[config.mk]
export PLATFORM = sky130hd
export DESIGN_NAME = bank_window_decoder
export DESIGN_NICKNAME = d
export VERILOG_FILES = /design/src/rtl/bwd_pkg.sv /design/src/rtl/bwd_bank_reg.sv /design/src/rtl/bwd_slot_decoder.sv /design/src/rtl/bwd_readback.sv /design/src/rtl/bank_window_decoder.sv
export SDC_FILE = /design/constraint.sdc
export NUM_CORES = 1
export LEC_CHECK = 0
export BUFFER_PORTS_ARGS = -buffer_cell sky130_fd_sc_hd__buf_2
export CAP_MARGIN = 30
export CORE_MARGIN = 2
export CORE_UTILIZATION = 30
export CTS_CLUSTER_SIZE = 40
export DETAILED_ROUTE_END_ITERATION = 10
export GPL_TIMING_DRIVEN = 0
export MAX_ROUTING_LAYER = met4
export PLACE_DENSITY = 0.88
export SYNTH_ARGS = -nofsm -noshare
export SYNTH_HDL_FRONTEND = slang
export SYNTH_SLANG_ARGS = --single-unit
[constraint.sdc]
create_clock -name clk -period 3.6 [get_ports clk]
set_input_delay 0.18 -clock clk [delete_from_list [all_inputs] [get_ports clk]]
set_output_delay 0.18 -clock clk [all_outputs]
set_load 0.005 [all_outputs]
[src/rtl/bwd_pkg.sv]
package bwd_pkg;

   localparam int unsigned DATA_W  = 32;
   localparam int unsigned ADDR_W  = 4;
   localparam int unsigned LANES   = DATA_W / 8;

   typedef struct packed {
      logic              valid;
      logic              rd;
      logic              wr;
      logic [ADDR_W-1:0] addr;
      logic [LANES-1:0]  be;
   } bus_acc_t;

   // top dword of the window holds the bank register in lanes 2 and 3
   function automatic logic in_top_dword(input bus_acc_t a);
      return a.addr[3:2] == 2'b11;
   endfunction

endpackage

[src/rtl/bwd_bank_reg.sv]
module bwd_bank_reg
   import bwd_pkg::*;
#(
   parameter int unsigned BANK_BITS  = 3,
   parameter int unsigned RESET_BANK = 0
) (
   input  logic                 clk,
   input  logic                 rst_n,
   input  bus_acc_t             acc,
   input  logic [7:0]           lane2_byte,
   output logic [BANK_BITS-1:0] bank_q
);

   if (BANK_BITS < 1 || BANK_BITS > 8) begin : g_bad_bits
      $error("bwd_bank_reg: BANK_BITS must be 1..8");
   end
   if (RESET_BANK >= (1 << BANK_BITS)) begin : g_bad_reset
      $error("bwd_bank_reg: RESET_BANK out of range");
   end

   logic load;
   assign load = acc.valid && acc.wr && in_top_dword(acc) && acc.be[2];

   always_ff @(posedge clk or negedge rst_n) begin
      if (!rst_n) bank_q <= BANK_BITS'(RESET_BANK);
      else if (load) bank_q <= lane2_byte[BANK_BITS-1:0];
   end

   // the bank field moves only after a qualified write to lane 2
   assert_bank_hold_R2: assert property (@(posedge clk) disable iff (!rst_n)
      (bank_q != $past(bank_q)) |->
         $past(acc.valid && acc.wr && acc.addr[3:2] == 2'b11 && acc.be[2]));

   assert_bank_novalid_R11: assert property (@(posedge clk) disable iff (!rst_n)
      !acc.valid |=> $stable(bank_q));

endmodule

[src/rtl/bwd_slot_decoder.sv]
module bwd_slot_decoder
   import bwd_pkg::*;
#(
   parameter int unsigned BANK_BITS = 3,
   parameter int unsigned INT_BANKS = 4,
   parameter int unsigned SLOTS     = 7,
   parameter int unsigned EXT_BANK  = 7,
   localparam int unsigned SEL_W    = INT_BANKS * SLOTS
) (
   input  logic                 clk,
   input  logic                 rst_n,
   input  bus_acc_t             acc,
   input  logic [BANK_BITS-1:0] bank,
   output logic [SEL_W-1:0]     reg_sel,
   output logic                 ext_cs_n
);

   if (SLOTS < 1 || SLOTS > 7) begin : g_bad_slots
      $error("bwd_slot_decoder: SLOTS must be 1..7");
   end
   if (INT_BANKS < 1 || INT_BANKS > EXT_BANK) begin : g_bad_banks
      $error("bwd_slot_decoder: INT_BANKS must be 1..EXT_BANK");
   end
   if (EXT_BANK >= (1 << BANK_BITS)) begin : g_bad_ext
      $error("bwd_slot_decoder: EXT_BANK does not fit BANK_BITS");
   end

   logic       any_be;
   logic [1:0] low_lane;
   logic [2:0] slot;
   logic       active;
   logic       wr_suppress;
   logic       slot_ok;

   // lowest enabled byte lane picks the word slot
   always_comb begin
      low_lane = 2'd0;
      for (int k = LANES - 1; k >= 0; k--) begin
         if (acc.be[k]) low_lane = 2'(k);
      end
   end

   assign any_be      = |acc.be;
   assign slot        = {acc.addr[3:2], low_lane[1]};
   assign active      = acc.valid && (acc.rd || acc.wr) && any_be;
   assign slot_ok     = 32'(slot) < SLOTS;
   assign wr_suppress = acc.wr && in_top_dword(acc) && (acc.be[2] || acc.be[3]);

   for (genvar b = 0; b < INT_BANKS; b++) begin : g_bank
      for (genvar s = 0; s < SLOTS; s++) begin : g_slot
         assign reg_sel[b*SLOTS + s] = active && slot_ok && !wr_suppress
                                       && (32'(bank) == b) && (32'(slot) == s);
      end
   end

   assign ext_cs_n = !(acc.valid && (acc.rd || acc.wr)
                       && (32'(bank) == EXT_BANK) && !acc.addr[3]);

   assert_sel_onehot_R6: assert property (@(posedge clk) disable iff (!rst_n)
      $onehot0(reg_sel));

   assert_dword_nosel_R7: assert property (@(posedge clk) disable iff (!rst_n)
      (acc.wr && acc.addr[3:2] == 2'b11 && acc.be[2]) |-> (reg_sel == '0));

   assert_ext_excl_R8: assert property (@(posedge clk) disable iff (!rst_n)
      !ext_cs_n |-> (reg_sel == '0));

   assert_ext_qual_R9: assert property (@(posedge clk) disable iff (!rst_n)
      !ext_cs_n |-> (acc.valid && !acc.addr[3]));

   assert_idle_nosel_R11: assert property (@(posedge clk) disable iff (!rst_n)
      !acc.valid |-> (reg_sel == '0 && ext_cs_n));

endmodule

[src/rtl/bwd_readback.sv]
module bwd_readback
   import bwd_pkg::*;
#(
   parameter int unsigned BANK_BITS = 3,
   parameter logic [7:0]  SIGNATURE = 8'h33
) (
   input  logic                 clk,
   input  logic                 rst_n,
   input  bus_acc_t             acc,
   input  logic [BANK_BITS-1:0] bank,
   output logic [DATA_W-1:0]    rdata
);

   logic rd_top;
   assign rd_top = acc.valid && acc.rd && in_top_dword(acc);

   always_comb begin
      rdata = '0;
      if (rd_top) begin
         if (acc.be[2]) rdata[23:16] = 8'(bank);
         if (acc.be[3]) rdata[31:24] = SIGNATURE;
      end
   end

   assert_sig_const_R3: assert property (@(posedge clk) disable iff (!rst_n)
      (acc.valid && acc.rd && acc.addr[3:2] == 2'b11 && acc.be[3])
         |-> (rdata[31:24] == SIGNATURE));

   assert_low_zero_R11: assert property (@(posedge clk) disable iff (!rst_n)
      !(acc.valid && acc.rd) |-> (rdata == '0));

endmodule

[src/rtl/bank_window_decoder.sv]
module bank_window_decoder
   import bwd_pkg::*;
#(
   parameter int unsigned BANK_BITS  = 3,
   parameter int unsigned INT_BANKS  = 4,
   parameter int unsigned SLOTS      = 7,
   parameter int unsigned EXT_BANK   = 7,
   parameter int unsigned RESET_BANK = 0,
   parameter logic [7:0]  SIGNATURE  = 8'h33,
   localparam int unsigned SEL_W     = INT_BANKS * SLOTS
) (
   input  logic              clk,
   input  logic              rst_n,
   input  logic              cyc_valid,
   input  logic              rd_stb,
   input  logic              wr_stb,
   input  logic [3:0]        addr,
   input  logic [3:0]        byte_en,
   input  logic [31:0]       wdata,
   output logic [31:0]       rdata,
   output logic [SEL_W-1:0]  reg_sel,
   output logic              ext_cs_n
);

   bus_acc_t             acc;
   logic [BANK_BITS-1:0] bank;

   assign acc = '{valid: cyc_valid, rd: rd_stb, wr: wr_stb, addr: addr, be: byte_en};

   bwd_bank_reg #(.BANK_BITS(BANK_BITS), .RESET_BANK(RESET_BANK)) u_bank (
      .clk(clk), .rst_n(rst_n), .acc(acc), .lane2_byte(wdata[23:16]), .bank_q(bank)
   );

   bwd_slot_decoder #(
      .BANK_BITS(BANK_BITS), .INT_BANKS(INT_BANKS), .SLOTS(SLOTS), .EXT_BANK(EXT_BANK)
   ) u_dec (
      .clk(clk), .rst_n(rst_n), .acc(acc), .bank(bank),
      .reg_sel(reg_sel), .ext_cs_n(ext_cs_n)
   );

   bwd_readback #(.BANK_BITS(BANK_BITS), .SIGNATURE(SIGNATURE)) u_rb (
      .clk(clk), .rst_n(rst_n), .acc(acc), .bank(bank), .rdata(rdata)
   );

   // unused bank numbers decode to nothing
   assert_gap_idle_R10: assert property (@(posedge clk) disable iff (!rst_n)
      (32'(bank) >= INT_BANKS && 32'(bank) != EXT_BANK) |-> (reg_sel == '0 && ext_cs_n));

   // the external bank never reaches an internal slot
   assert_ext_bank_R8: assert property (@(posedge clk) disable iff (!rst_n)
      (32'(bank) == EXT_BANK) |-> (reg_sel == '0));

endmodule

==> impl_summary.md <==
Status
The flow ran to the end, and the final reports show no timing, DRC or antenna violations.

STA
The number of max-slew violations in the final report is 0. The worst path needs about 1.7 ns of the cycle, external delays included. The final number of setup-violating endpoints is 0.

Setup repair after global routing left no endpoint under its margin. The setup TNS after final layout is 0 ns. The final period utilization is 0.479. The highest clock frequency the design can meet is around 580 MHz. The total count of hold-check failures in the final report is 0.

The post-route clock skew is 0 ns.

Job
Across the run, the number of max-cap violations was 0.

Global routing
The initial antenna violation count is 0. The number of global-route vias before repair was 640. Entering global routing, the biggest net connects 8 pins. The total global routing overflow is 0. The aggregate global-route resource usage is 0.141. The wire length of the first global-routing pass is around 2700 µm.

Finish
The library cell used most frequently in the layout, excluding fill and tap cells, is sky130_fd_sc_hd__buf_2. 0 antenna diodes ended up in the layout. In the final layout, the share of cells above drive strength 1 is 0.556. The multi-input logic area is 433 µm². The footprint of the flip-flops and latches is 75.1 µm². The final standard cell area without fillers is 1050 µm². The register with the most flip-flops in the layout has 3 of them.

Compared with the post-synthesis result, the final layout area differs by 62.7%. After filler insertion, the fill cell instance count of the layout stands at between 200 and 250. The final layout contains 217 nets. In the final layout, the registers with the most flip-flops are u_bank.bank_q: 3 flops. In the layout the commonest cells are sky130_fd_sc_hd__buf_2, sky130_fd_sc_hd__buf_4, sky130_fd_sc_hd__conb_1. The register with the most flip-flops in the final layout is u_bank.bank_q.

Power and ir drop
The largest vdd supply drop is 0.288 mV. In this run the power density over the cells is 188 nW/µm². Summed over all cells, the static leakage comes to 0.644 nW. Total power for the finished layout comes to 0.000198 W.

Die
The floorplan step defined a die boundary enclosing 2540 µm². The die height is just over 50 µm. The area of the placeable core is 2000 µm². The initial utilization of the core area, before any placement, comes to 0.323. The initialized floorplan defines 16 standard-cell rows.

The number of top-level pins is around 110. The die outline width is 50.4 µm.

Worst setup path
The largest fanout of any net on the critical path is 7. The worst endpoint data arrival time is 1.54 ns. STA classifies the critical path endpoint as an output port.

The type of the worst setup path is reg -> out. The startpoint type of the worst setup path is a register. Data on the critical path is required at its endpoint by between 3 and 4 ns.

Placed design
The placed instances occupy a cell area of 1020 µm². Routability-driven placement finished with a final weighted congestion of roughly 0.7. Detailed placement finished with a half-perimeter wire length of 1470 µm. The number of buffers added on ports is 49.

CTS
The later-pin clock latency in the skew report is roughly 0.23 ns. The clock transition at the registers of the reported paths is 0.04 ns. Counting every sink on the clock net gives 3. The maximum clock path buffer count is 2. Counting the buffers created by CTS gives 3. After clock tree synthesis, the setup repair step added 0 buffers.

The cell at the root of the clock tree is sky130_fd_sc_hd__clkbuf_4. TritonCTS built the clock tree. The number of H-tree branching levels is 1.

Yosys
The biggest area contributor in the post-synthesis netlist is sky130_fd_sc_hd__buf_4. The average instance area after synthesis is 6.96 µm². The portion of synthesized cell area occupied by the leading cell type is 0.325. The post-synthesis instance total is between 90 and 100. The synthesized design contains 3 register bits. In this run the cell area of the synthesized design comes to 647 µm². The share of the yosys chip area belonging to registers is 0.116. The number of distinct library cell variants in the gate-level netlist after synthesis is 23.

Sorting the synthesized cells by area gives the leading types as sky130_fd_sc_hd__buf_4, sky130_fd_sc_hd__nor2_1, sky130_fd_sc_hd__dfrtp_1. The count of warnings emitted by yosys is 0.

Route
The detailed router finished its first iteration with 10 violations. The detailed-route DRC error count is 0. Summing over every cut layer, the via total after detailed routing is 763.

The average wire per standard cell is ~8.6 µm. The total wire length is approximately 1700 µm. After detailed routing, the number of vias per cell comes to slightly below 4. The number of nets with antenna violations after detailed routing is 0. For this run, the detailed router's first-pass iteration total came to 4.

Hold path
The min-delay analysis places its worst path in the category in -> reg.
[worst max-delay path, stage by stage, from the launching register on]
cell and delay, ns:
sky130_fd_sc_hd__dfrtp_1 0.42, sky130_fd_sc_hd__or4b_1 0.55, sky130_fd_sc_hd__buf_6 0.17, sky130_fd_sc_hd__nor2_2 0.07, sky130_fd_sc_hd__buf_2 0.11
[kinds of logic after synthesis]
| logic type | Yosys count | synth area share |
|---|---|---|
| other | 1 | 0.00580 |
| flip-flops | 3 | 0.116 |
| multiplexers | 3 | 0.0522 |
| AO/OA/AOI/OAI | 5 | 0.0522 |
| buffers and inverters | 31 | 0.354 |
| AND/OR/NAND/NOR | 50 | 0.420 |
[area by class of cell]
type | instances | area share
buffer | 31 | 0.218
tap | 27 | 0.0321
timing repair buffer | 50 | 0.243
sequential | 3 | 0.0713
multi-input combinational | 83 | 0.411
clock buffer | 4 | 0.0250
[synthesized netlist by cell type]
| cell | instances |
|---|---|
| sky130_fd_sc_hd__buf_4 | 28 |
| sky130_fd_sc_hd__nor2_1 | 23 |
| sky130_fd_sc_hd__nor2_2 | 6 |
| sky130_fd_sc_hd__and2_1 | 3 |
| sky130_fd_sc_hd__and3_1 | 3 |
| sky130_fd_sc_hd__dfrtp_1 | 3 |
| sky130_fd_sc_hd__mux2_2 | 3 |
| sky130_fd_sc_hd__nand3_1 | 3 |
| sky130_fd_sc_hd__nor2b_1 | 3 |
| sky130_fd_sc_hd__o21ai_0 | 3 |
| sky130_fd_sc_hd__clkbuf_1 | 2 |
| sky130_fd_sc_hd__nand4bb_1 | 2 |
| sky130_fd_sc_hd__a211o_2 | 1 |
| sky130_fd_sc_hd__and3_2 | 1 |
| sky130_fd_sc_hd__buf_6 | 1 |
| sky130_fd_sc_hd__conb_1 | 1 |
| sky130_fd_sc_hd__nand2_1 | 1 |
| sky130_fd_sc_hd__nand4_1 | 1 |
| sky130_fd_sc_hd__nand4b_1 | 1 |
| sky130_fd_sc_hd__nor2_4 | 1 |
| sky130_fd_sc_hd__o21a_2 | 1 |
| sky130_fd_sc_hd__or2_2 | 1 |
| sky130_fd_sc_hd__or4b_1 | 1 |
[final timing paths]
| kind | slack [ns] | to | depth (start not counted) | startpoint |
|---|---|---|---|---|
| min in group asynchronous | 0.27 | u_bank.bank_q[1]$_DFFE_PN0P_ | 2 | rst_n |
| worst max-delay path | 1.88 | reg_sel[3] | 4 | u_bank.bank_q[1]$_DFFE_PN0P_ |
| worst min register to register | 0.62 | u_bank.bank_q[2]$_DFFE_PN0P_ | 1 | u_bank.bank_q[2]$_DFFE_PN0P_ |
| worst max register to register | 2.78 | u_bank.bank_q[0]$_DFFE_PN0P_ | 1 | u_bank.bank_q[0]$_DFFE_PN0P_ |
| worst min-delay path | 0.18 | u_bank.bank_q[1]$_DFFE_PN0P_ | 2 | wdata[17] |
| max in group asynchronous | 3.22 | u_bank.bank_q[0]$_DFFE_PN0P_ | 2 | rst_n |
[per-stage QoR]
step / hold slack, ns / std cells / util / setup slack [ns]
after floorplan: -0.116 / 117 / - / 2.25
after global placement: -0.0258 / 193 / 0.508 / 2.11
after detailed placement: -0.0247 / 193 / 0.508 / 2.11
after CTS: 0.179 / 198 / 0.526 / 1.86
after global routing: 0.182 / 198 / 0.526 / 1.77
final: 0.185 / 198 / 0.526 / 1.88
[power breakdown]
| part | internal, W | total, W | switching [W] |
|---|---|---|---|
| logic | 0.0000481 | 0.0000876 | 0.0000395 |
| registers | 0.0000418 | 0.0000532 | 0.0000114 |
| clock network | 0.0000414 | 0.0000575 | 0.0000161 |
| total | 0.000131 | 0.000198 | 0.0000670 |
[what timing repair did]
| action | in CTS | in global routing |
|---|---|---|
| resized for setup | 0 | 0 |
| endpoints found under the setup margin | 0 | 0 |
| hold buffers | 1 | 0 |
| endpoints found under the hold margin | 3 | 0 |
[metal layers]
layer	up-vias	wire [µm]	global-route usage
met5	-	0	-
met4	0	18	0.0541
met3	2	127	0.0119
met2	38	859	0.246
met1	318	702	0.169
li1	405	-	-
No activity file was read; power rests on OpenSTA's default activity.
